===== src/rtl/tri_wire_rx.sv =====
module tri_wire_rx #(
  parameter int WORD_LEN = 18,
  parameter int SF_W     = 14,
  parameter int PORT_W   = 3,
  parameter int CNT_W    = 5,
  parameter int DIV_W    = 15,
  parameter int RATIO_W  = 11
) (
  input  logic               clk,
  input  logic               rst_n,
  input  logic               ser_clk,
  input  logic               ser_data,
  input  logic               ser_en,
  input  logic [1:0]         ref_sel,
  output logic [DIV_W-1:0]   div_word,
  output logic [PORT_W-1:0]  port_bits,
  output logic               pll_off,
  output logic [RATIO_W-1:0] ref_ratio,
  output logic               cp_high,
  output logic               div_test,
  output logic               cp_off,
  output logic               presc_on,
  output logic               drive_off
);
  localparam int CNT_MAX = (1 << CNT_W) - 1;
  localparam int PAD_W   = DIV_W - SF_W;

  logic                clk_r, clk_d, en_r, en_d, dat_r;
  logic [WORD_LEN-1:0] sr;
  logic [CNT_W-1:0]    cnt;
  logic                shift, commit;

  assign shift  = clk_d & ~clk_r & en_r;
  assign commit = en_d & ~en_r & (cnt == CNT_W'(WORD_LEN));

  always_ff @(posedge clk or negedge rst_n) begin
    if (!rst_n) begin
      clk_r <= 1'b0;
      clk_d <= 1'b0;
      en_r  <= 1'b0;
      en_d  <= 1'b0;
      dat_r <= 1'b0;
    end else begin
      clk_r <= ser_clk;
      clk_d <= clk_r;
      en_r  <= ser_en;
      en_d  <= en_r;
      dat_r <= ser_data;
    end
  end

  always_ff @(posedge clk or negedge rst_n) begin
    if (!rst_n) begin
      sr  <= '0;
      cnt <= '0;
    end else begin
      if (shift) sr <= {sr[WORD_LEN-2:0], dat_r};
      if (!en_r) cnt <= '0;
      else if (shift && cnt != CNT_W'(CNT_MAX)) cnt <= cnt + 1'b1;
    end
  end

  always_ff @(posedge clk or negedge rst_n) begin
    if (!rst_n) begin
      div_word  <= '0;
      port_bits <= '0;
    end else if (commit) begin
      div_word <= {{PAD_W{1'b0}}, sr[SF_W-1:0]};
      for (int i = 0; i < PORT_W; i++) port_bits[i] <= sr[WORD_LEN-1-i];
    end
  end

  assign pll_off = (div_word == '0);

  always_comb begin
    case (ref_sel)
      2'b00:   ref_ratio = RATIO_W'(1024);
      2'b10:   ref_ratio = RATIO_W'(640);
      default: ref_ratio = RATIO_W'(512);
    endcase
  end

  assign cp_high   = 1'b1;
  assign div_test  = 1'b0;
  assign cp_off    = 1'b0;
  assign presc_on  = 1'b1;
  assign drive_off = 1'b0;


  hold_outputs_chk: assert property (@(posedge clk) disable iff (!rst_n)
    !commit |=> ($stable(div_word) && $stable(port_bits)));


  load_word_chk: assert property (@(posedge clk) disable iff (!rst_n)
    commit |=> (div_word[SF_W-1:0] == $past(sr[SF_W-1:0])));


  cnt_saturate_chk: assert property (@(posedge clk) disable iff (!rst_n)
    (en_r && cnt == CNT_W'(CNT_MAX)) |=> (cnt == CNT_W'(CNT_MAX)));


  idle_shift_chk: assert property (@(posedge clk) disable iff (!rst_n)
    !en_r |=> $stable(sr));
endmodule


===== config.mk =====
export PLATFORM = sky130hd
export DESIGN_NAME = tri_wire_rx
export DESIGN_NICKNAME = d
export VERILOG_FILES = /design/src/rtl/tri_wire_rx.sv
export SDC_FILE = /design/constraint.sdc
export NUM_CORES = 1
export LEC_CHECK = 0
export BUFFER_PORTS_ARGS = -buffer_cell sky130_fd_sc_hd__buf_2
export CELL_PAD_IN_SITES_DETAIL_PLACEMENT = 2
export CELL_PAD_IN_SITES_GLOBAL_PLACEMENT = 2
export CORE_ASPECT_RATIO = 0.5
export CORE_MARGIN = 5
export CORE_UTILIZATION = 39
export DETAILED_ROUTE_END_ITERATION = 6
export MAX_ROUTING_LAYER = met4
export PLACE_DENSITY_LB_ADDON = 0.1
export SKIP_CTS_REPAIR_TIMING = 1
export SLEW_MARGIN = 40
export SYNTH_ARGS = -nofsm -noshare
export SYNTH_HDL_FRONTEND = slang
export SYNTH_SLANG_ARGS = --single-unit
export TNS_END_PERCENT = 5

===== constraint.sdc =====
create_clock -name clk -period 5.03 [get_ports clk]
set_input_delay 0.7545 -clock clk [delete_from_list [all_inputs] [get_ports clk]]
set_output_delay 0.7545 -clock clk [all_outputs]
set_load 0.05 [all_outputs]

After elaboration in Yosys (flattened, before gate mapping)
Cells that the tools add are included.
{"block": "totals", "reg_bits": 45, "input_bits": 7, "ramBits": 0, "latchBits": 0, "out_inout_bits": 35, "memories": 0, "romBits": 0}
{"block": "op_classes", "magnitude_cmp": 0, "n_div": 0, "addsub": 1, "bitwise_logic": 6, "shifts": 0, "n_mux": 3, "n_eq_ne": 4, "reduce_logical": 3, "n_mul": 0}
{"operator": "$pmux 11 s2", "count": 1}
{"operator": "$logic_not 15->1", "count": 1}
{"operator": "$mux 5", "count": 2}
{"operator": "$add 5x1->5 const B", "count": 1}
{"operator": "$eq 5x5->1 const B", "count": 1}
{"operator": "$ne 5x5->1 const B", "count": 1}
{"operator": "$and 1x1->1", "count": 4}
{"operator": "$eq 2x2->1 const B", "count": 1}
{"operator": "$logic_not 2->1", "count": 1}
{"operator": "$ne 2x1->1 const B", "count": 1}
{"operator": "$not 1->1", "count": 2}
{"operator": "$logic_and 1x1->1", "count": 1}

Depth between registers and ports, before layout
Gate-level depths: netlist of run 1.
{"block": "logic_depth", "depth_word": 6, "depth_mapped": 6, "ltp_nobuf": 6}

Worst setup path after synthesis of run 1
No wires, ideal clock.
{"block": "synth_timing", "path_kind": "flip-flop to output port", "startpoint": "register div_word[1]", "endpoint": "output pll_off", "path_slack_ps": 1645, "arrival_ps": 2631, "required_ps": 4276, "path_stages_with_launch": 3, "cell_sequence": "dfrtp_1 -> or4_1 -> nor4_1"}
{"block": "synth_via", "elab_chain_len": 1}
{"item": "from (decl)", "line_no": "15", "text": "output logic [DIV_W-1:0] div_word,"}
{"item": "from (signal assigned)", "line_no": "68", "text": "div_word <= {{PAD_W{1'b0}}, sr[SF_W-1:0]};"}
{"item": "$logic_not 15->1", "line_no": "73", "text": "assign pll_off = (div_word == '0);"}
{"item": "to (decl)", "line_no": "17", "text": "output logic pll_off,"}
No other way between the ends.

Final worst setup path of run 1
Ends and elaborated chain as after synthesis.

==> reports/metrics.yaml, run 1 <==
place:
  gp_congestion: 0.6656
  placed_area_um2: 2086
  dp_hpwl_um: 2703
  portBuffers: 27
timing:
  rsz0062_at_grt: "no"
  fin_crit_sh: 0.5026
  fmax_mhz: 395.5
  fin_setup_tns_ns: 0
  finalCriticalPeriod_ns: 2.528
  clock-skew-final_ns: 0.006031
  hold_viol_final: 0
  finalSetupViolCount: 0
  max_slew_margin: 0.6162
  worst_pin_slew_ns: 0.5757
  final-max-slew-violation-count: 0
synthesis:
  yosys_warnings: 0
  syn_inst: 130
  ys_types: 24
  synth-seq-cells: 45
  syn_area_um2: 1924
  seq_area_frac_synth: 0.5852
  avgSynthCellArea_um2: 14.80
layout:
  syn2layout_area_growth_pct: 12.68
  multi_input_area_um2: 689.4
  antenna_cells: 0
  final_common_cell: "dfrtp_1"
  nNetsFinal: 172
  final_cell_mix: "dfrtp_1 (45), mux2_2 (35), buf_2 (26), conb_1 (14), clkbuf_8 (5)"
  final_layout_size_suffix_gt1_frac: 0.4724
  seq_area_um2: 1126
  stdcell_area_um2: 2168
  fillCellCount: 485
global_route:
  grt_start_max_net_pins: 46
  grt_use_met2: 0.2038
  antenna_found_initial: 0
  grt_first_pass_wirelength_um: 6341
  met3_usage: 0.03344
  global_route.usage.met1: 0.1749
  gr-total-overflow: 0
  busiest_layer: "met2"
  track_usage: 0.1343
  first_global_vias: 1244
setup_path:
  path_buf_inv: 1
  crit_required_ns: 4.28
  cp-end-kind: "output pin"
  worstPathArrival_ns: 1.77
  critical-path-slowest-cell: "or4_1"
  crit_chain: "or4_1 > nor4_1 > buf_2"
  ff2ff_path_depth: 6
  reg2reg_slack_ns: 3.16
  critPathMaxStageDelay_ns: 0.54
  startpoint_type: "flop"
  crit_family: "simple AND/OR/NAND/NOR gates"
  setup.worst_path.class: "reg2out"
  path_max_fanout: 3
  r2r-start: "cnt[0]$_DFFE_PN0P_"
  rr_endpoint: "div_word[6]$_DFFE_PN0P_"
floorplan:
  num_rows: 18
  fp.dieH_um: 59.67
  ios: 42
  core_um2: 4842
  die-width_um: 109.3
  dieArea_um2: 6524
  initial_utilization: 0.3974
clocking:
  cts_sinks: 45
  clock_path_buffers: 2
  clock_latency_ns: 0.29
  cts-root-buf: "clkbuf_8"
  clk_pin_slew_ns: 0.08
  cts_tree: "built"
  htreeDepth: 2
  cts_buffers: 5
hold_path:
  hold_path_end: "clk_d$_DFF_PN0_"
  min_path_cells: 0
  hold_class: "reg2reg"
  hold_start: "clk_r$_DFF_PN0_"
route:
  wl_per_cell_um: 15.79
  antenna_left: 0
  vias: 1075
  routed_wl_um: 3680
  drt-vias-per-instance: 4.614
  drt-initial-drc-count: 16
  drc: 0
  drt_first_pass_iters: 4
run_status:
  run_status: "completed"
power:
  ir_drop_mv: 0.1437
  power_density_nw_per_um2: 332.0
  p_leak_nw: 1.193
job:
  maxCapViolations: 0
[metal layers]
metal,vias up,part of all wire
met5,-,0
met4,0,0.010
met3,4,0.039
met2,32,0.48
met1,562,0.47
li1,477,-
[per-stage QoR]
step / setup WS (ns) / utilization / hold slack [ns] / power (W) / instances
after floorplan: 1.645 / - / 0.3844 / 0.0004907 / 142
after global placement: 2.835 / 0.4233 / 0.3918 / 0.0005040 / 222
after detailed placement: 2.793 / 0.4307 / 0.3979 / 0.0005108 / 225
after CTS: 2.450 / 0.4478 / 0.4171 / 0.0007327 / 233
after global routing: 2.414 / 0.4478 / 0.4340 / 0.0007609 / 233
final: 2.502 / 0.4478 / 0.4118 / 0.0007199 / 233
[cell usage after synthesis (all sizes together)]
master / number / area [µm²]
nor3b: 2 / 20.02
nand2b: 1 / 6.260
dfrtp: 45 / 1126
or4: 1 / 7.510
ha: 3 / 37.54
nand3b: 1 / 7.510
nor2b: 2 / 12.51
buf: 17 / 142.6
nor3: 1 / 16.27
nand4b: 1 / 23.77
conb: 2 / 7.510
nand2: 3 / 11.26
xnor2: 1 / 8.760
or2: 1 / 6.260
and2: 2 / 12.51
mux2: 35 / 394.1
inv: 3 / 11.26
nand4: 1 / 6.260
mux2i: 4 / 40.04
nor4: 3 / 18.77
and3: 1 / 7.510
[final cells by class]
class | instances | share of cell area
multi-input cells | 77 | 0.3179
clock buffers | 6 | 0.03347
clock inverters | 2 | 0.004616
flip-flops and latches | 45 | 0.5193
well taps | 70 | 0.04039
repair buffers | 30 | 0.07905
inverters | 3 | 0.005193
[report_power, final]
group	internal [W]	leakage, nW	switching (W)
combinational	0.0000314	0.544	0.0000485
sequential	0.000395	0.604	0.0000269
clock	0.0000965	0.0450	0.000122
total	0.000523	1.19	0.000197
[registers in the layout (all words and copies together), names as in the netlist]
| signal | cells |
|---|---|
| clk_d | 1 |
| clk_r | 1 |
| cnt | 5 |
| dat_r | 1 |
| div_word | 14 |
| en_d | 1 |
| en_r | 1 |
| port_bits | 3 |
| sr | 18 |
[worst reg2reg max path: stages, from the launching register on]
cell      delay, ns
dfrtp_1        0.41
inv_1          0.10
ha_1           0.21
nand4b_4       0.13
nor3_4         0.36
buf_8          0.22
mux2_2         0.35
[kinds of logic (layout without fill, tap and decap cells)]
group	after synthesis	after routing	synth area share
simple gates	20	20	0.08128
xor+xnor	1	1	0.004552
mux	39	39	0.2256
fa+ha+maj	3	3	0.01951
other cells	2	14	0.003903
buf+inv	20	41	0.07997
flops	45	45	0.5852
[worst max-delay path by stage]
| stage | start | depth (start not counted) | endpoint | slack [ns] |
|---|---|---|---|---|
| after floorplan | div_word[1]$_DFFE_PN0P_ | 2 | pll_off | 1.64 |
| after global placement | ref_sel[1] | 4 | ref_ratio[10] | 2.84 |
| after detailed placement | div_word[1]$_DFFE_PN0P_ | 3 | pll_off | 2.79 |
| after CTS | div_word[1]$_DFFE_PN0P_ | 3 | pll_off | 2.45 |
| after global routing | div_word[1]$_DFFE_PN0P_ | 3 | pll_off | 2.41 |
| final | div_word[1]$_DFFE_PN0P_ | 3 | pll_off | 2.50 |
(Power assumes the default switching activity.)
==> run 2: changes to the inputs <==
--- a/config.mk
+++ b/config.mk
@@ -10,7 +10,7 @@
 export CELL_PAD_IN_SITES_GLOBAL_PLACEMENT = 2
 export CORE_ASPECT_RATIO = 0.5
 export CORE_MARGIN = 5
-export CORE_UTILIZATION = 39
+export CORE_UTILIZATION = 36
 export DETAILED_ROUTE_END_ITERATION = 6
 export MAX_ROUTING_LAYER = met4
 export PLACE_DENSITY_LB_ADDON = 0.1
==> constraint.sdc (replaced) <==
create_clock -name clk -period 2.4 [get_ports clk]
set_input_delay 0.36 -clock clk [delete_from_list [all_inputs] [get_ports clk]]
set_output_delay 0.36 -clock clk [all_outputs]
set_load 0.05 [all_outputs]
==> reports/metrics.yaml, run 2 (synthesis results as in run 1) <==
run_status:
  run_status: "completed"  # unchanged
global_route:
  grt_first_pass_wirelength_um: 6313  # was 6341 µm
  grt_use_met2: 0.1987  # was 0.2038
  track_usage: 0.1228  # was 0.1343
  grt_start_max_net_pins: 29  # was 46
  met3_usage: 0.03578  # was 0.03344
  antenna_found_initial: 0  # unchanged
  global_route.usage.met1: 0.1463  # was 0.1749
  first_global_vias: 1253  # was 1244
  gr-total-overflow: 0  # unchanged
  busiest_layer: "met2"  # unchanged
timing:
  setup_ws_ns: 0.2655  # was 2.502 ns
  max_slew_margin: 0.5773  # was 0.6162
  fin_crit_sh: 0.8894
  clock-skew-final_ns: 0.006431  # was 0.006031 ns
  fin_setup_tns_ns: 0  # unchanged
  worst_pin_slew_ns: 0.6341  # was 0.5757 ns
  finalSetupViolCount: 0  # unchanged
  finalCriticalPeriod_ns: 2.134
  hold_viol_final: 0  # unchanged
  rsz0062_at_grt: "no"  # unchanged
  fmax_mhz: 468.5
  final-max-slew-violation-count: 0  # unchanged
setup_path:
  cp-end-kind: "output pin"  # unchanged
  startpoint_type: "flop"  # unchanged
  worstPathArrival_ns: 1.77  # about the same
  crit_required_ns: 2.04  # was 4.28 ns
  path_max_fanout: 3  # unchanged
  critPathMaxStageDelay_ns: 0.58  # was 0.54 ns
  setup.worst_path.class: "reg2out"  # unchanged
  critical-path-slowest-cell: "or4_1"  # unchanged
  crit_chain: "or4_1 > nor4_4 > buf_2"  # was or4_1 > nor4_1 > buf_2
  crit_family: "simple AND/OR/NAND/NOR gates"  # unchanged
  path_buf_inv: 1  # unchanged
route:
  drt_first_pass_iters: 2  # was 4
  wl_per_cell_um: 15.01  # was 15.79 µm
  drt-vias-per-instance: 4.594  # was 4.614
  drc: 0  # unchanged
  routed_wl_um: 3513  # was 3680 µm
  drt-initial-drc-count: 12  # was 16
  antenna_left: 0  # unchanged
  vias: 1075  # unchanged
power:
  power.total_w: 0.001638  # was 0.0007199 W
  power_density_nw_per_um2: 740.8  # was 332.0 nW/µm²
  ir_drop_mv: 0.2571  # was 0.1437 mV
  p_leak_nw: 1.215  # was 1.193 nW
clocking:
  cts_tree: "built"  # unchanged
  clock_latency_ns: 0.29  # about the same
  htreeDepth: 2  # unchanged
  clk_pin_slew_ns: 0.08  # about the same
  cts_sinks: 45  # unchanged
  cts-root-buf: "clkbuf_8"  # unchanged
  clock_path_buffers: 2  # unchanged
  cts_buffers: 5  # unchanged
place:
  place_ws_ns: 0.5747  # was 2.793 ns
  portBuffers: 27  # unchanged
  gp_congestion: 0.7308  # was 0.6656
  placed_cells: 226  # was 225
  dp_hpwl_um: 2592  # was 2703 µm
layout:
  top_register: "sr"  # unchanged
  seq_area_um2: 1126  # unchanged
  final_layout_size_suffix_gt1_frac: 0.4817  # was 0.4724
  syn2layout_area_growth_pct: 14.89  # was 12.68%
  largestRegisters: "sr x18, div_word x14, cnt x5"  # unchanged
  largest_register_ffs: 18  # unchanged
  multi_input_area_um2: 704.4  # was 689.4 µm²
  antenna_cells: 0  # unchanged
  final_common_cell: "dfrtp_1"  # unchanged
  instances_no_fill: 234  # was 233
  fillCellCount: 520  # was 485
  nNetsFinal: 173  # was 172
  final_cell_mix: "dfrtp_1 (45), mux2_2 (35), buf_2 (27), conb_1 (14), clkbuf_8 (6)"  # was dfrtp_1 (45), mux2_2 (35), buf_2 (26), conb_1 (14), clkbuf_8 (5)
floorplan:
  core_um2: 5045  # was 4842 µm²
  initial_utilization: 0.3814  # was 0.3974
  dieArea_um2: 6996  # was 6524 µm²
  ios: 42  # unchanged
  die-width_um: 113.4  # was 109.3 µm
  fp.dieH_um: 61.70  # was 59.67 µm
  num_rows: 18  # unchanged
hold_path:
  hold_class: "in2async"  # was reg2reg
job:
  maxCapViolations: 0  # unchanged
-- run 2: changes by cell type in the layout (fill, tap and decap cells not counted), sizes merged --
cell and delta:
clkinv -2, buf +1, bufinv +1, clkbuf +1
-- run 2: final timing paths --
| kind | from | end | slack (ns) | cells after the start |
|---|---|---|---|---|
| worst max-delay path | div_word[1]$_DFFE_PN0P_ | pll_off | 0.27 | 3 |
| worst min-delay path | rst_n | sr[7]$_DFFE_PN0P_ | 0.07 | 1 |
| worst max register to register | cnt[1]$_DFFE_PN0P_ | cnt[3]$_DFFE_PN0P_ | 0.61 | 6 |
| worst min register to register | clk_r$_DFF_PN0_ | clk_d$_DFF_PN0_ | 0.42 | 0 |
| max in group asynchronous | rst_n | sr[16]$_DFFE_PN0P_ | 1.71 | 2 |
| min in group clk | ser_en | en_r$_DFF_PN0_ | 0.17 | 1 |
-- run 2: area by class of cell --
type | count | share of cell area
inverters | 3 | 0.005093
clock buffers | 7 | 0.03905
well taps | 70 | 0.03962
clock inverters | 1 | 0.01358
repair buffers | 31 | 0.07470
multi-input cells | 77 | 0.3186
flip-flops and latches | 45 | 0.5093
-- run 2: where the power goes --
| part | internal, W | switching [W] |
|---|---|---|
| logic | 0.0000662 | 0.000100 |
| clock network | 0.000339 | 0.000248 |
| registers | 0.000828 | 0.0000564 |
| total | 0.00123 | 0.000405 |
-- run 2: through the flow --
stage / util / area (µm²) / hold slack (ns)
finish: 0.4382 / 2211 / 0.07495
floorplan: - / 1984 / 0.06441
global placement: 0.4152 / 2095 / 0.4066
CTS: 0.4382 / 2211 / 0.08929
detailed placement: 0.4152 / 2095 / 0.3974
global route: 0.4382 / 2211 / 0.1177
-- run 2: layer usage --
layer | wire (µm) | part of all wire
met1 | 1688 | 0.48
met3 | 161 | 0.046
met5 | 0 | 0
met4 | 70 | 0.020
met2 | 1593 | 0.45
==> run 3: changes to the inputs <==
==> constraint.sdc (replaced) <==
create_clock -name clk -period 2.2 [get_ports clk]
set_input_delay 0.33 -clock clk [delete_from_list [all_inputs] [get_ports clk]]
set_output_delay 0.33 -clock clk [all_outputs]
set_load 0.05 [all_outputs]
==> reports/metrics.yaml, run 3 (synthesis results as in run 1) <==
timing:
  worst_pin_slew_ns: 0.5706  # was 0.6341 ns
  fin_crit_sh: 0.9521
  finalSetupViolCount: 0  # unchanged
  max_slew_margin: 0.6196  # was 0.5773
  final-max-slew-violation-count: 0  # unchanged
  fmax_mhz: 477.4
  finalCriticalPeriod_ns: 2.095
  hold_viol_final: 0  # unchanged
  clock-skew-final_ns: 0.005021  # was 0.006431 ns
global_route:
  antenna_found_initial: 0  # unchanged
  grt_start_max_net_pins: 46  # was 29
  track_usage: 0.1187  # was 0.1228
  grt_first_pass_wirelength_um: 6078  # was 6313 µm
  first_global_vias: 1216  # was 1253
  gr-total-overflow: 0  # unchanged
route:
  antenna_left: 0  # unchanged
  routed_wl_um: 3515  # was 3513 µm
  drt_first_pass_iters: 2  # unchanged
  vias: 1074  # was 1075
  drt-vias-per-instance: 4.609  # was 4.594
  wl_per_cell_um: 15.09  # was 15.01 µm
  drt-initial-drc-count: 11  # was 12
  drc: 0  # unchanged
clocking:
  cts_tree: "built"  # unchanged
  clock_path_buffers: 2  # unchanged
  htreeDepth: 2  # unchanged
  cts-root-buf: "clkbuf_8"  # unchanged
  cts_buffers: 5  # unchanged
  cts_sinks: 45  # unchanged
  clk_pin_slew_ns: 0.08  # about the same
  clock_latency_ns: 0.29  # about the same
layout:
  syn2layout_area_growth_pct: 12.94  # was 14.89%
  top_register: "sr"  # unchanged
  post-route-util: 0.4308  # was 0.4382
  largest_register_ffs: 18  # unchanged
  fillCellCount: 534  # was 520
  antenna_cells: 0  # unchanged
  stdcell_area_um2: 2173  # was 2211 µm²
  final_cell_mix: "dfrtp_1 (45), mux2_2 (35), buf_2 (26), conb_1 (14), clkbuf_8 (5)"  # was dfrtp_1 (45), mux2_2 (35), buf_2 (27), conb_1 (14), clkbuf_8 (6)
  final_common_cell: "dfrtp_1"  # unchanged
  final_layout_size_suffix_gt1_frac: 0.4724  # was 0.4817
  largestRegisters: "sr x18, div_word x14, cnt x5"  # unchanged
  nNetsFinal: 172  # was 173
setup_path:
  r2r-start: "cnt[1]$_DFFE_PN0P_"  # unchanged
  crit_start: "div_word[1]$_DFFE_PN0P_"  # unchanged
  cp-end-kind: "output pin"  # unchanged
  path_max_fanout: 3  # unchanged
  ff2ff_path_depth: 6  # unchanged
  crit_required_ns: 1.87  # was 2.04 ns
  crit_chain: "or4_1 > nor4_4 > clkbuf_4"  # was or4_1 > nor4_4 > buf_2
  critical-path-slowest-cell: "or4_1"  # unchanged
  setup.worst_path.class: "reg2out"  # unchanged
  worstPathArrival_ns: 1.76  # was 1.77 ns
  critPathMaxStageDelay_ns: 0.59  # was 0.58 ns
  startpoint_type: "flop"  # unchanged
job:
  maxCapViolations: 0  # unchanged
power:
  ir_drop_mv: 0.2567  # was 0.2571 mV
  p_leak_nw: 1.192  # was 1.215 nW
  power_density_nw_per_um2: 755.0  # was 740.8 nW/µm²
place:
  portBuffers: 27  # unchanged
  gp_congestion: 0.7090  # was 0.7308
  placed_area_um2: 2087  # was 2095 µm²
  dp_hpwl_um: 2573  # was 2592 µm
floorplan:
  num_rows: 18  # unchanged
  dieArea_um2: 6996  # unchanged
  die-width_um: 113.4  # unchanged
  core_um2: 5045  # unchanged
  fp.dieH_um: 61.70  # unchanged
  ios: 42  # unchanged
  initial_utilization: 0.3814  # unchanged
run_status:
  run_status: "completed"  # unchanged
hold_path:
  hold_class: "in2async"  # unchanged
-- run 3: worst paths after layout --
path                                      endpoint  slack, ns
worst max-delay path                       pll_off       0.11
worst min-delay path             sr[9]$_DFFE_PN0P_       0.11
worst max register to register  cnt[1]$_DFFE_PN0P_       0.39
worst min register to register     clk_d$_DFF_PN0_       0.43
max in group asynchronous           en_d$_DFF_PN0_       1.70
min in group clk                   dat_r$_DFF_PN0_       0.14
-- run 3: cell type report --
class	instances	area (µm²)	share of cell area
Tap cell	70	87.58	0.04030
Sequential cell	45	1126	0.5181
Clock buffer	7	76.32	0.03512
Timing Repair Buffer	30	160.2	0.07369
Clock inverter	1	7.507	0.003454
Multi-Input combinational cell	77	704.4	0.3241
Inverter	3	11.26	0.005181
-- run 3: worst max-delay path, delay by kind of cell (launching register included) --
family / cells / cell delay [ns]
simple gates: 2 / 0.81
flops: 1 / 0.40
buf+inv: 1 / 0.27
-- run 3: per-layer routing --
metal  share of wire  vias to the layer above  global-route usage  routed length (µm)
met3           0.049                        2             0.03965                 172
met5               0                        -                   -                   0
met4          0.0054                        0             0.04623                  19
met2            0.48                       31              0.1902                1676
li1                -                      479                   -                   -
met1            0.47                      562              0.1424                1647
-- run 3: where the power goes --
group	internal, W	leakage [nW]	switching (W)
logic	0.0000711	0.549	0.000108
registers	0.000903	0.604	0.0000645
clock network	0.000225	0.0385	0.000269
total	0.00120	1.19	0.000442
-- run 3: stage by stage --
| step | setup TNS [ns] | power, W | instances | hold slack (ns) | worst slack, ns |
|---|---|---|---|---|---|
| 2_1_floorplan | 0 | 0.001122 | 142 | 0.03441 | 0.07510 |
| 3_3_place_gp | 0 | 0.001156 | 225 | 0.4103 | 0.4313 |
| 3_5_place_dp | 0 | 0.001167 | 225 | 0.4073 | 0.3824 |
| 4_1_cts | 0 | 0.001671 | 233 | 0.1236 | 0.05074 |
| 5_1_grt | -0.003366 | 0.001736 | 233 | 0.1237 | -0.003366 |
| 6_report | 0 | 0.001641 | 233 | 0.1102 | 0.1053 |
